**src/rtl/fanout_gate_pkg.sv**
```systemverilog
`timescale 1ns/1ps
package fanout_gate_pkg;

    // Per-bank gating state
    typedef enum logic [1:0] {
        S_OFF  = 2'd0,
        S_WAKE = 2'd1,
        S_ON   = 2'd2
    } bank_state_e;

endpackage

```
**src/rtl/enable_sync.sv**
```systemverilog
`timescale 1ns/1ps
module enable_sync #(
    parameter int WIDTH  = 4,
    parameter int STAGES = 2
) (
    input  logic             clk,
    input  logic             rst_n,
    input  logic [WIDTH-1:0] async_in,
    output logic [WIDTH-1:0] level_q
);

    logic [WIDTH-1:0] stage_q [STAGES];

    // Reset value 0 is the enabled level
    for (genvar s = 0; s < STAGES; s++) begin : g_stage
        if (s == 0) begin : g_first
            always_ff @(posedge clk or negedge rst_n) begin
                if (!rst_n) stage_q[s] <= '0;
                else        stage_q[s] <= async_in;
            end
        end else begin : g_next
            always_ff @(posedge clk or negedge rst_n) begin
                if (!rst_n) stage_q[s] <= '0;
                else        stage_q[s] <= stage_q[s-1];
            end
        end
    end

    assign level_q = stage_q[STAGES-1];

endmodule

```
**src/rtl/bank_gate.sv**
```systemverilog
`timescale 1ns/1ps
module bank_gate
    import fanout_gate_pkg::*;
#(
    parameter int PAIRS       = 2,
    parameter int WAKE_CYCLES = 2
) (
    input  logic             clk,
    input  logic             rst_n,
    input  logic             run_req,
    output logic [PAIRS-1:0] line_p,
    output logic [PAIRS-1:0] line_n,
    output logic [PAIRS-1:0] drv
);

    localparam int CNT_W = (WAKE_CYCLES > 1) ? $clog2(WAKE_CYCLES) : 1;
    localparam logic [CNT_W-1:0] WAKE_LAST = CNT_W'(WAKE_CYCLES - 1);

    bank_state_e      state_q, state_d;
    logic [CNT_W-1:0] wake_cnt_q;
    logic             gate_p_q;
    logic             gate_n_q;

    // State register and hold-off counter
    always_ff @(posedge clk or negedge rst_n) begin
        if (!rst_n) begin
            state_q    <= S_OFF;
            wake_cnt_q <= '0;
        end else begin
            state_q <= state_d;
            if (state_q == S_WAKE) wake_cnt_q <= wake_cnt_q + 1'b1;
            else                   wake_cnt_q <= '0;
        end
    end

    // Next-state logic: a withdrawn request always wins
    always_comb begin
        state_d = state_q;
        unique case (state_q)
            S_OFF:   if (run_req) state_d = S_WAKE;
            S_WAKE: begin
                if (!run_req)                    state_d = S_OFF;
                else if (wake_cnt_q == WAKE_LAST) state_d = S_ON;
            end
            S_ON:    if (!run_req) state_d = S_OFF;
            default: state_d = S_OFF;
        endcase
    end

    // True-line gate switches on the falling edge, while the clock is low
    always_ff @(negedge clk or negedge rst_n) begin
        if (!rst_n) gate_p_q <= 1'b0;
        else        gate_p_q <= (state_q == S_ON);
    end

    // Complement gate follows on the rising edge, while ~clk is low
    always_ff @(posedge clk or negedge rst_n) begin
        if (!rst_n) gate_n_q <= 1'b0;
        else        gate_n_q <= gate_p_q;
    end

    for (genvar i = 0; i < PAIRS; i++) begin : g_pair
        assign line_p[i] = clk & gate_p_q;
        assign line_n[i] = ~clk & gate_n_q;
        assign drv[i]    = gate_p_q | gate_n_q;
    end

    // running state only ever follows a seen run request
    a_r2_on_has_request: assert property (@(posedge clk) disable iff (!rst_n)
        (state_q == S_ON) |-> $past(run_req));

    // a dropped request stops a running bank on the next edge
    a_r5_stop_next: assert property (@(posedge clk) disable iff (!rst_n)
        (state_q == S_ON && !run_req) |=> (state_q == S_OFF));

    // a withdrawn request abandons the hold-off
    a_r8_abort_wake: assert property (@(posedge clk) disable iff (!rst_n)
        (state_q == S_WAKE && !run_req) |=> (state_q == S_OFF));

    // running is entered only through the hold-off
    a_r6_on_from_wake: assert property (@(posedge clk) disable iff (!rst_n)
        $rose(state_q == S_ON) |-> ($past(state_q) == S_WAKE));

    // a bank stopped for two edges has both gates closed
    a_r4_quiet_off: assert property (@(posedge clk) disable iff (!rst_n)
        (state_q == S_OFF && $past(state_q) == S_OFF) |-> (!gate_p_q && !gate_n_q));

endmodule

```
**src/rtl/fanout_gate_top.sv**
```systemverilog
`timescale 1ns/1ps
module fanout_gate_top #(
    parameter int BANKS          = 4,
    parameter int PAIRS_PER_BANK = 2,
    parameter int SYNC_STAGES    = 2,
    parameter int WAKE_CYCLES    = 2
) (
    input  logic                              clk_ref,
    input  logic                              rst_n,
    input  logic [BANKS-1:0]                  bank_en_n,
    output logic [BANKS*PAIRS_PER_BANK-1:0]   clk_out_p,
    output logic [BANKS*PAIRS_PER_BANK-1:0]   clk_out_n,
    output logic [BANKS*PAIRS_PER_BANK-1:0]   drive_on
);

    localparam int NUM_PAIRS = BANKS * PAIRS_PER_BANK;

    logic [BANKS-1:0] en_n_sync;

    enable_sync #(
        .WIDTH  (BANKS),
        .STAGES (SYNC_STAGES)
    ) u_sync (
        .clk      (clk_ref),
        .rst_n    (rst_n),
        .async_in (bank_en_n),
        .level_q  (en_n_sync)
    );

    // bank b owns pairs b*PAIRS_PER_BANK and upward
    for (genvar b = 0; b < BANKS; b++) begin : g_bank
        bank_gate #(
            .PAIRS       (PAIRS_PER_BANK),
            .WAKE_CYCLES (WAKE_CYCLES)
        ) u_bank (
            .clk     (clk_ref),
            .rst_n   (rst_n),
            .run_req (~en_n_sync[b]),
            .line_p  (clk_out_p[b*PAIRS_PER_BANK +: PAIRS_PER_BANK]),
            .line_n  (clk_out_n[b*PAIRS_PER_BANK +: PAIRS_PER_BANK]),
            .drv     (drive_on[b*PAIRS_PER_BANK +: PAIRS_PER_BANK])
        );
    end

    if (NUM_PAIRS < 1) begin : g_bad_cfg
        initial $error("fanout_gate_top needs at least one pair");
    end

endmodule

```
**config.mk**
```make
export PLATFORM = sky130hd
export DESIGN_NAME = fanout_gate_top
export DESIGN_NICKNAME = d
export VERILOG_FILES = /design/src/rtl/fanout_gate_pkg.sv /design/src/rtl/enable_sync.sv /design/src/rtl/bank_gate.sv /design/src/rtl/fanout_gate_top.sv
export SDC_FILE = /design/constraint.sdc
export NUM_CORES = 1
export LEC_CHECK = 0
export CORE_MARGIN = 3
export CORE_UTILIZATION = 40
export DETAILED_ROUTE_END_ITERATION = 10
export DONT_BUFFER_PORTS = 1
export PLACE_DENSITY = 0.65
export SLEW_MARGIN = 10
export SYNTH_ARGS = -nofsm -noshare
export SYNTH_HDL_FRONTEND = slang
export SYNTH_SLANG_ARGS = --single-unit
```
**constraint.sdc**
```tcl
create_clock -name clk_ref -period 0.9 [get_ports clk_ref]
set_input_delay 0 -clock clk_ref [delete_from_list [all_inputs] [get_ports clk_ref]]
set_output_delay 0 -clock clk_ref [all_outputs]
set_load 0.05 [all_outputs]
```
# Yosys cells after proc, flatten, opt, wreduce, memory -nomap -nowiden
# Cells that the tools add are included.
[word_totals]
output_inout_bits = 24
word_cells = 87
regBits = 28
[classes]
addsub = 4
mux = 24
reduce_logical = 8
eq_ne = 20
bitwise_logic = 13
[op_table]
columns = ["op", "count"]
rows = [
  ["2-bit 2-to-1 mux", 16],
  ["2-bit case mux with 3 select lines", 4],
  ["2-bit inequality test, second input constant", 8],
  ["3-bit by 2-bit inequality test with 1-bit output, second input constant", 4],
  ["3-bit AND reduction", 4],
  ["1-bit bitwise AND", 8],
  ["2-bit by 1-bit equality test with 1-bit output, second input constant", 4],
  ["2-bit equality test, second input constant", 4],
  ["2-bit logical NOT", 4],
  ["1-bit adder, second input constant", 4],
  ["1-bit 2-to-1 mux", 4],
  ["1-bit OR", 4],
  ["1-bit NOT", 1],
]

# Depth between registers and ports, before layout
# Gate-level depths: netlist of the first run.
[depth]
depth_word = 3
ltp_mapped = 2
depth_no_buf = 2

# By module
# A second synthesis of the first run with hierarchy kept.
[unflattened]
cells_unflattened = 88
area_unflattened_um2 = 1081.0
[by_module_without_submodules]
columns = ["mod", "instances", "area_each_um2", "cells_each"]
rows = [
  ["bank_gate", 4, 209.0, 18],
  ["enable_sync", 1, 230.2, 12],
  ["fanout_gate_top", 1, 15.0, 4],
]

==> flow_metrics.py, run 1 <==
metrics = {
    "job": {
        "drv_cap": 0,
    },
    "die": {
        "top_level_ports": 30,
        "die_x_microns": 56.6,
        "die_h_microns": 56.6,
        "die_area_sq_mm": 0.00321,
        "start_util_pct": 44.2,
        "num_rows": 17,
        "core_sq_mm": 0.00232,
    },
    "finish": {
        "fill_cells": 165,
        "areaGrowthSynthToFinish_pct": 48.2,
        "fin_nets": 108,
        "multi_input_area_sq_um": 320,
        "design_area_sq_mm": 0.00152,
        "antenna_cells": 0,
        "seqCellArea_sq_um": 701,
        "fin_cells": 130,
        "drive_gt1_share_pct": 56.9,
    },
    "synthesis": {
        "synth_cells": 76,
        "netlist-cell-type-count": 15,
        "synth_seq_cells": 28,
        "syn_nets": 82,
        "ys_seq_area_share_pct": 68.4,
        "syn_area_sq_mm": 0.00102,
        "synth_warnings": 0,
        "syn_area_per_cell_sq_um": 13.5,
    },
    "routing": {
        "drt_first_pass_iters": 3,
        "drtIter0Drc": 6,
        "wl_per_cell_microns": 13.0,
        "totalWireLength_microns": 1690,
        "drc_errors": 0,
        "routed_via_density": 4.83,
        "ant_nets": 0,
        "route.vias.total": 628,
    },
    "clocking": {
        "clkTransAtPathRegs_ps": 140,
        "ctsHoldBuffers": 6,
        "cts_tree": "done",
        "clock_latency_ps": 430,
    },
    "placement": {
        "dpl.cell_count": 111,
        "io_buffers": 0,
        "globalplace.congestion": 0.625,
        "hpwl_microns": 982,
        "dpl_cell_area_sq_mm": 0.00126,
    },
    "global_route": {
        "top_usage_layer": "met2",
        "grtUsageMet1_pct": 11.1,
        "grtUsageMet3_pct": 9.66,
        "antenna_found_initial": 0,
        "grt_pass1_wl_microns": 2900,
        "use_met2_pct": 18.2,
        "grt_use_total_pct": 12.5,
        "grt_overflow": 0,
        "grt_max_degree": 29,
        "grt_pass1_vias": 737,
    },
    "critical_path": {
        "cp_cell_sequence": "or2_4 > buf_12",
        "cp.depth": 2,
        "cp-end-kind": "output port",
        "critPathSlowestCell": "dfrtn_1",
        "cp.required_ps": 900,
        "slowest_delay_ps": 380,
        "cp_num_buf_inv": 1,
        "r2r_cells": 2,
        "cp.arrival_ps": 1680,
        "cpLargestDelayFamily": "flip-flops",
        "critical_path_class": "register to output port",
        "start_kind": "register",
        "path_max_fanout": 3,
    },
    "sta": {
        "setup_tns_ps": -17290,
        "clock_skew_ps": 0.838,
        "rsz0062_at_grt": "yes",
        "worstMarginPinSlew_ps": 624,
        "hold_violations": 24,
        "finalSetupViolCount": 44,
        "holdWs_ps": -29.4,
        "worst_slack_ps": -776,
        "maxSlewViolCount": 0,
        "max-slew-margin-rel_pct": 58.3,
    },
    "pwr": {
        "powerDensity_mw_per_mm2": 2430,
        "vdd_drop_max_mv": 1.77,
        "total_power_w": 0.00369,
        "power.leakage_nw": 0.706,
    },
    "min_path": {
        "hp-class": "input port to asynchronous set/reset pin",
    },
    "outcome": {
        "status": "finished, violations left",
        "violations": "negative hold slack, negative setup slack",
    },
}
==> cell usage after synthesis, drive strengths merged <==
library cell	count	area [sq um]
a32o	1	10.0
nor3b	4	30.0
dfrtn	4	100
nor2b	5	38.8
nor2	1	3.75
inv	4	15.0
nand2b	3	18.8
nand3b	3	22.5
buf	12	90.1
a211oi	4	30.0
a21oi	3	15.0
or2	4	25.0
dfrtp	24	601
and2	4	25.0
==> metal layers <==
metal	up-vias	wire length, microns
met2	27	878
li1	287	-
met3	2	155
met1	312	642
met4	0	10
met5	-	0
==> layout by cell type, fill, tap and decap left out, drive strengths merged, types with 3 or more instances in the layout <==
master and n:
buf 24, clkbuf 8, nor3b 4, nand3b 3
nand2b 3, and2 4, dfrtp 24, a211oi 4
dfrtn 4, nor2b 5, or2 4, inv 4
dlygate4sd3 5, a21oi 3
==> path summary, 6_finish.rpt <==
kind	start	to	slack [ps]
worst max-delay path	g_bank[3].u_bank.gate_p_q	drive_on[7]	-780
worst min-delay path	rst_n	g_bank[3].u_bank.wake_cnt_q	-30
worst max register to register	g_bank[0].u_bank.state_q[1]	g_bank[0].u_bank.gate_p_q	-240
worst min register to register	u_sync.stage_q[5]	u_sync.level_q[1]	370
max in group asynchronous	rst_n	g_bank[0].u_bank.gate_p_q	410
min in group clk_ref	bank_en_n[1]	u_sync.stage_q[5]	110
==> flip-flops by register name, indices dropped and copies added (netlist names) <==
name and count:
g_bank.u_bank.wake_cnt_q 4, g_bank.u_bank.gate_p_q 4, g_bank.u_bank.state_q 8, u_sync.level_q 4
u_sync.stage_q 4, g_bank.u_bank.gate_n_q 4
==> power by group <==
group / switching [W] / internal, W
combinational: 0.000313 / 0.000383
clock: 0.000822 / 0.000713
sequential: 0.0000879 / 0.00137
total: 0.00122 / 0.00247
==> kinds of logic after synthesis <==
| kind of cell | Yosys count | synth area share, % |
|---|---|---|
| compound gates | 8 | 5.37 |
| simple gates | 24 | 16.0 |
| buf+inv | 16 | 10.3 |
| flops | 28 | 68.4 |
==> metrics by stage <==
step / utilization (%) / setup WS [ps] / hold slack [ps]
2_1_floorplan: - / -366 / -296
3_3_place_gp: 54.5 / -296 / -295
3_5_place_dp: 54.5 / -307 / -295
4_1_cts: 64.6 / -795 / -43.8
5_1_grt: 65.5 / -838 / -50.2
6_report: 65.5 / -776 / -29.4
==> repair_timing <==
action	CTS	global route
buffers inserted	7	7
gates resized for setup	12	8
pin swaps	4	6
endpoints found under the hold margin	32	24
endpoints found under the setup margin	44	48
gates cloned	0	0
==> area by class of cell <==
class | count | area share, %
clock buffer | 8 | 3.71
sequential | 28 | 46.1
clock inverter | 1 | 1.98
timing repair buffer | 29 | 23.8
tap | 28 | 2.31
multi-input combinational | 32 | 21.1
inverter | 4 | 0.988
Power figures use the tool's default switching activity.
==> inputs of run 2 (changes only) <==
--- a/config.mk
+++ b/config.mk
@@ -10,6 +10,7 @@
 export DETAILED_ROUTE_END_ITERATION = 10
 export DONT_BUFFER_PORTS = 1
 export PLACE_DENSITY = 0.65
+export SETUP_SLACK_MARGIN = 0.4
 export SLEW_MARGIN = 10
 export SYNTH_ARGS = -nofsm -noshare
 export SYNTH_HDL_FRONTEND = slang
==> run 2 against run 1 <==
Effect of this change: the flow still finishes with violations (negative hold slack, negative setup slack); count of clock-buffer cells in the layout did not move; non-clock buffer count up 6; sequential cell count stayed put; critical path depth fell by 1.
==> flow_metrics.py, run 2 (same netlist as run 1, synthesis figures left out) <==
metrics = {
    "critical_path": {
        "cp_cell_sequence": "and2_4",
        "critPathSlowestCell": "dfrtn_1",
        "rr_endpoint": "g_bank[1].u_bank.gate_p_q",
        "cp_num_buf_inv": 0,
        "cpLargestDelayFamily": "flip-flops",
        "crit_end": "clk_out_p[2]",
        "cp.required_ps": 900,
        "rr_startpoint": "g_bank[1].u_bank.state_q[1]",
        "r2r_cells": 2,
        "cp.arrival_ps": 1690,
        "critical_path_class": "register to output port",
        "cp.depth": 1,
        "ff2ff_setup_slack_ps": -250,
        "start_kind": "register",
        "startpoint": "g_bank[1].u_bank.gate_p_q",
        "path_max_fanout": 3,
        "slowest_delay_ps": 460,
        "cp-end-kind": "output port",
    },
    "sta": {
        "worstMarginPinSlew_ps": 618,
        "worst_slack_ps": -794,
        "holdWs_ps": -646,
        "finalSetupViolCount": 47,
        "maxSlewViolCount": 0,
        "max-slew-margin-rel_pct": 58.7,
        "hold_violations": 28,
        "clock_skew_ps": 5.58,
        "rsz0062_at_grt": "yes",
    },
    "placement": {
        "dp_slack_ps": -312,
        "globalplace.congestion": 0.619,
        "hpwl_microns": 1060,
        "io_buffers": 0,
        "dpl.cell_count": 111,
    },
    "finish": {
        "final_common_cell": "dfrtp_1",
        "regMostFlops": "g_bank.u_bank.state_q",
        "fin_nets": 114,
        "final_cell_mix": "24 x dfrtp_1, 15 x buf_6, 9 x buf_12, 7 x clkbuf_4, 7 x buf_4",
        "drive_gt1_share_pct": 61.1,
        "multi_input_area_sq_um": 338,
        "antenna_cells": 0,
        "largest_reg_flops": 8,
        "fin_cells": 136,
        "fill_cells": 153,
        "seqCellArea_sq_um": 701,
        "areaGrowthSynthToFinish_pct": 57.8,
    },
    "die": {
        "num_rows": 17,
        "die_x_microns": 56.6,
        "die_area_sq_mm": 0.00321,
        "top_level_ports": 30,
        "start_util_pct": 44.2,
        "die_h_microns": 56.6,
        "core_sq_mm": 0.00232,
    },
    "min_path": {
        "hp-class": "input port to asynchronous set/reset pin",
    },
    "outcome": {
        "violations": "negative hold slack, negative setup slack",
        "status": "finished, violations left",
    },
    "pwr": {
        "power.leakage_nw": 0.757,
        "total_power_w": 0.00378,
        "powerDensity_mw_per_mm2": 2340,
        "vdd_drop_max_mv": 1.65,
    },
    "clocking": {
        "clock_latency_ps": 440,
        "clkTransAtPathRegs_ps": 140,
        "cts_tree": "done",
    },
    "job": {
        "drv_cap": 0,
    },
    "routing": {
        "ant_nets": 0,
        "drc_errors": 0,
        "wl_per_cell_microns": 14.0,
        "route.vias.total": 657,
        "drtIter0Drc": 5,
        "routed_via_density": 4.83,
        "totalWireLength_microns": 1900,
        "drt_first_pass_iters": 3,
    },
    "global_route": {
        "grt_pass1_wl_microns": 3110,
        "grt_max_degree": 29,
        "grt_pass1_vias": 748,
        "antenna_found_initial": 0,
        "grt_overflow": 0,
        "grt_use_total_pct": 13.3,
    },
}
==> run 2: cell types whose count changed in the layout (fill, tap and decap cells not counted), sizes merged <==
cell / delta
buf: +7
dlygate4sd3: -1
==> run 2: repair_timing <==
item                       CTS  global route
setup endpoints to repair   52            52
pin swaps                    4             3
hold endpoints to repair    32            28
buffers inserted             7             4
resized for setup           16            14
hold buffers                 4             1
==> run 2: report_power, final <==
group / switching, W / internal [W]
Clock: 0.000825 / 0.000714
Sequential: 0.000103 / 0.00137
Combinational: 0.000331 / 0.000437
==> run 2: routing by layer <==
metal	global-route usage [%]	wire length, microns
met1	13.2	747
met2	19.1	989
met3	7.59	141
met4	12.2	21
met5	0	0
==> run 2: worst min-delay path by stage <==
stage,startpoint,endpoint,cells past startpoint
after global placement,rst_n,g_bank[3].u_bank.state_q[0],0
after floorplan,rst_n,g_bank[0].u_bank.gate_n_q,0
after detailed placement,rst_n,g_bank[3].u_bank.state_q[0],0
after global routing,rst_n,g_bank[3].u_bank.gate_n_q,1
final,rst_n,g_bank[3].u_bank.state_q[1],1
after CTS,rst_n,g_bank[3].u_bank.gate_n_q,0
==> run 2: stage by stage <==
step | utilization, % | TNS [ps] | cell area (sq um)
finish | 69.7 | -18080 | 1620
global route | 69.7 | -20040 | 1620
detailed placement | 54.5 | -6020 | 1260
CTS | 65.1 | -17820 | 1510
floorplan | - | -5540 | 1150
global placement | 54.5 | -5700 | 1260
==> run 2: layout make-up <==
cell class | instances | share of cell area [%]
repair buffers | 35 | 27.3
well taps | 28 | 2.17
inverters | 4 | 0.929
clock inverters | 1 | 1.86
flip-flops and latches | 28 | 43.3
multi-input cells | 32 | 20.9
clock buffers | 8 | 3.48
==> inputs of run 3 (changes only) <==
--- a/config.mk
+++ b/config.mk
@@ -10,6 +10,7 @@
 export DETAILED_ROUTE_END_ITERATION = 10
 export DONT_BUFFER_PORTS = 1
 export PLACE_DENSITY = 0.65
+export RECOVER_POWER = 100
 export SETUP_SLACK_MARGIN = 0.4
 export SLEW_MARGIN = 10
 export SYNTH_ARGS = -nofsm -noshare
==> run 3 against run 2 <==
Effect of this change: the run still ends with negative hold slack, negative setup slack left; global-route usage did not move; sequential cell count did not move; clock skew barely moved; sequential power barely moved; hold slack improved by 510 ps.
==> flow_metrics.py, run 3 (same netlist as run 1, synthesis figures left out) <==
metrics = {
    "die": {
        "top_level_ports": 30,
        "core_sq_mm": 0.00232,
        "die_h_microns": 56.6,
        "die_area_sq_mm": 0.00321,
        "start_util_pct": 44.2,
        "num_rows": 17,
        "die_x_microns": 56.6,
    },
    "pwr": {
        "power.leakage_nw": 0.739,
        "vdd_drop_max_mv": 1.66,
        "powerDensity_mw_per_mm2": 2370,
        "total_power_w": 0.00375,
    },
    "global_route": {
        "grt_overflow": 0,
        "grt_max_degree": 29,
        "antenna_found_initial": 0,
        "grt_pass1_vias": 748,
        "grt_use_total_pct": 13.3,
        "grt_pass1_wl_microns": 3110,
    },
    "min_path": {
        "hp-class": "input port to asynchronous set/reset pin",
    },
    "finish": {
        "largest_reg_flops": 8,
        "final_cell_mix": "24 x dfrtp_1, 13 x buf_6, 8 x buf_12, 7 x clkbuf_4, 7 x buf_4",
        "final_common_cell": "dfrtp_1",
        "areaGrowthSynthToFinish_pct": 54.3,
        "fin_nets": 114,
        "antenna_cells": 0,
        "design_area_sq_mm": 0.00158,
        "fin_cells": 136,
        "post-route-util_pct": 68.2,
        "regMostFlops": "g_bank.u_bank.state_q",
        "drive_gt1_share_pct": 58.3,
    },
    "critical_path": {
        "cp_cell_sequence": "and2_4",
        "cp-end-kind": "output port",
        "cp_num_buf_inv": 0,
        "cp.required_ps": 900,
        "path_max_fanout": 3,
        "critPathSlowestCell": "dfrtn_1",
        "critical_path_class": "register to output port",
        "cpLargestDelayFamily": "flip-flops",
        "start_kind": "register",
        "slowest_delay_ps": 460,
        "cp.arrival_ps": 1690,
    },
    "clocking": {
        "cts_tree": "done",
        "clkTransAtPathRegs_ps": 150,
        "clock_latency_ps": 430,
    },
    "routing": {
        "ant_nets": 0,
        "route.vias.total": 659,
        "drc_errors": 0,
        "totalWireLength_microns": 1910,
        "drt_first_pass_iters": 2,
        "routed_via_density": 4.85,
        "wl_per_cell_microns": 14.0,
        "drtIter0Drc": 3,
    },
    "sta": {
        "clock_skew_ps": 5.32,
        "setup_tns_ps": -18610,
        "holdWs_ps": -132,
        "maxSlewViolCount": 0,
        "finalSetupViolCount": 51,
        "hold_violations": 24,
        "worst_slack_ps": -792,
        "max-slew-margin-rel_pct": 4.90,
        "rsz0062_at_grt": "yes",
        "worstMarginPinSlew_ps": 1430,
    },
    "placement": {
        "io_buffers": 0,
        "globalplace.congestion": 0.619,
        "hpwl_microns": 1060,
        "dpl.cell_count": 111,
        "dpl_cell_area_sq_mm": 0.00126,
    },
    "outcome": {
        "violations": "negative hold slack, negative setup slack",
        "status": "finished, violations left",
    },
    "job": {
        "drv_cap": 0,
    },
}
[run 3: cell count changes in the layout (fill, tap and decap cells not counted), sizes merged]
cell	before	now
buf	31	29
clkbuf	8	10
[run 3: final cells by class]
class                           instances  area [sq um]
Inverter                                4          15.0
Timing Repair Buffer                   35           412
Clock buffer                            8          56.3
Tap cell                               28          35.0
Clock inverter                          1          30.0
Fill cell                             159           737
Multi-Input combinational cell         32           333
Sequential cell                        28           701
[run 3: layer usage]
| metal | track usage, % | vias to the layer above | routed length, microns |
|---|---|---|---|
| met5 | 0 | - | 0 |
| met4 | 12.2 | 0 | 11 |
| met3 | 7.59 | 2 | 136 |
| met2 | 19.1 | 23 | 998 |
| met1 | 13.2 | 329 | 758 |
| li1 | - | 305 | - |
[run 3: metrics by stage]
stage,setup WS [ps],hold slack [ps]
floorplan,-366,-296
global placement,-296,-295
detailed placement,-312,-295
CTS,-784,-776
global route,-843,-50.3
finish,-792,-132
[run 3: worst paths after layout]
kind | from | end | slack, ps | depth (start not counted)
worst max-delay path | g_bank[1].u_bank.gate_p_q | clk_out_p[2] | -790 | 1
worst min-delay path | rst_n | g_bank[3].u_bank.gate_n_q | -130 | 1
worst max register to register | g_bank[2].u_bank.state_q[1] | g_bank[2].u_bank.gate_p_q | -250 | 2
worst min register to register | u_sync.stage_q[4] | u_sync.level_q[0] | 370 | 0
max in group asynchronous | rst_n | g_bank[2].u_bank.gate_p_q | -150 | 1
min in group clk_ref | bank_en_n[1] | u_sync.stage_q[5] | 110 | 1
[run 3: what timing repair did]
item                       4_1_cts  5_1_grt
pin swaps                        4        3
hold buffers                     4        1
setup endpoints to repair       52       52
setup buffers                    7        4
hold endpoints to repair        32       28
gates resized for setup         16       14
[run 3: worst reg2reg max path: stages (launching register included)]
cell      delay, ps
dfrtp_1         430
nand2b_1        100
inv_1            40
[run 3: report_power, final]
part,internal (W),switching (W)
clock,0.000714,0.000823
sequential,0.00137,0.0000996
combinational,0.000414,0.000330
total,0.00250,0.00125
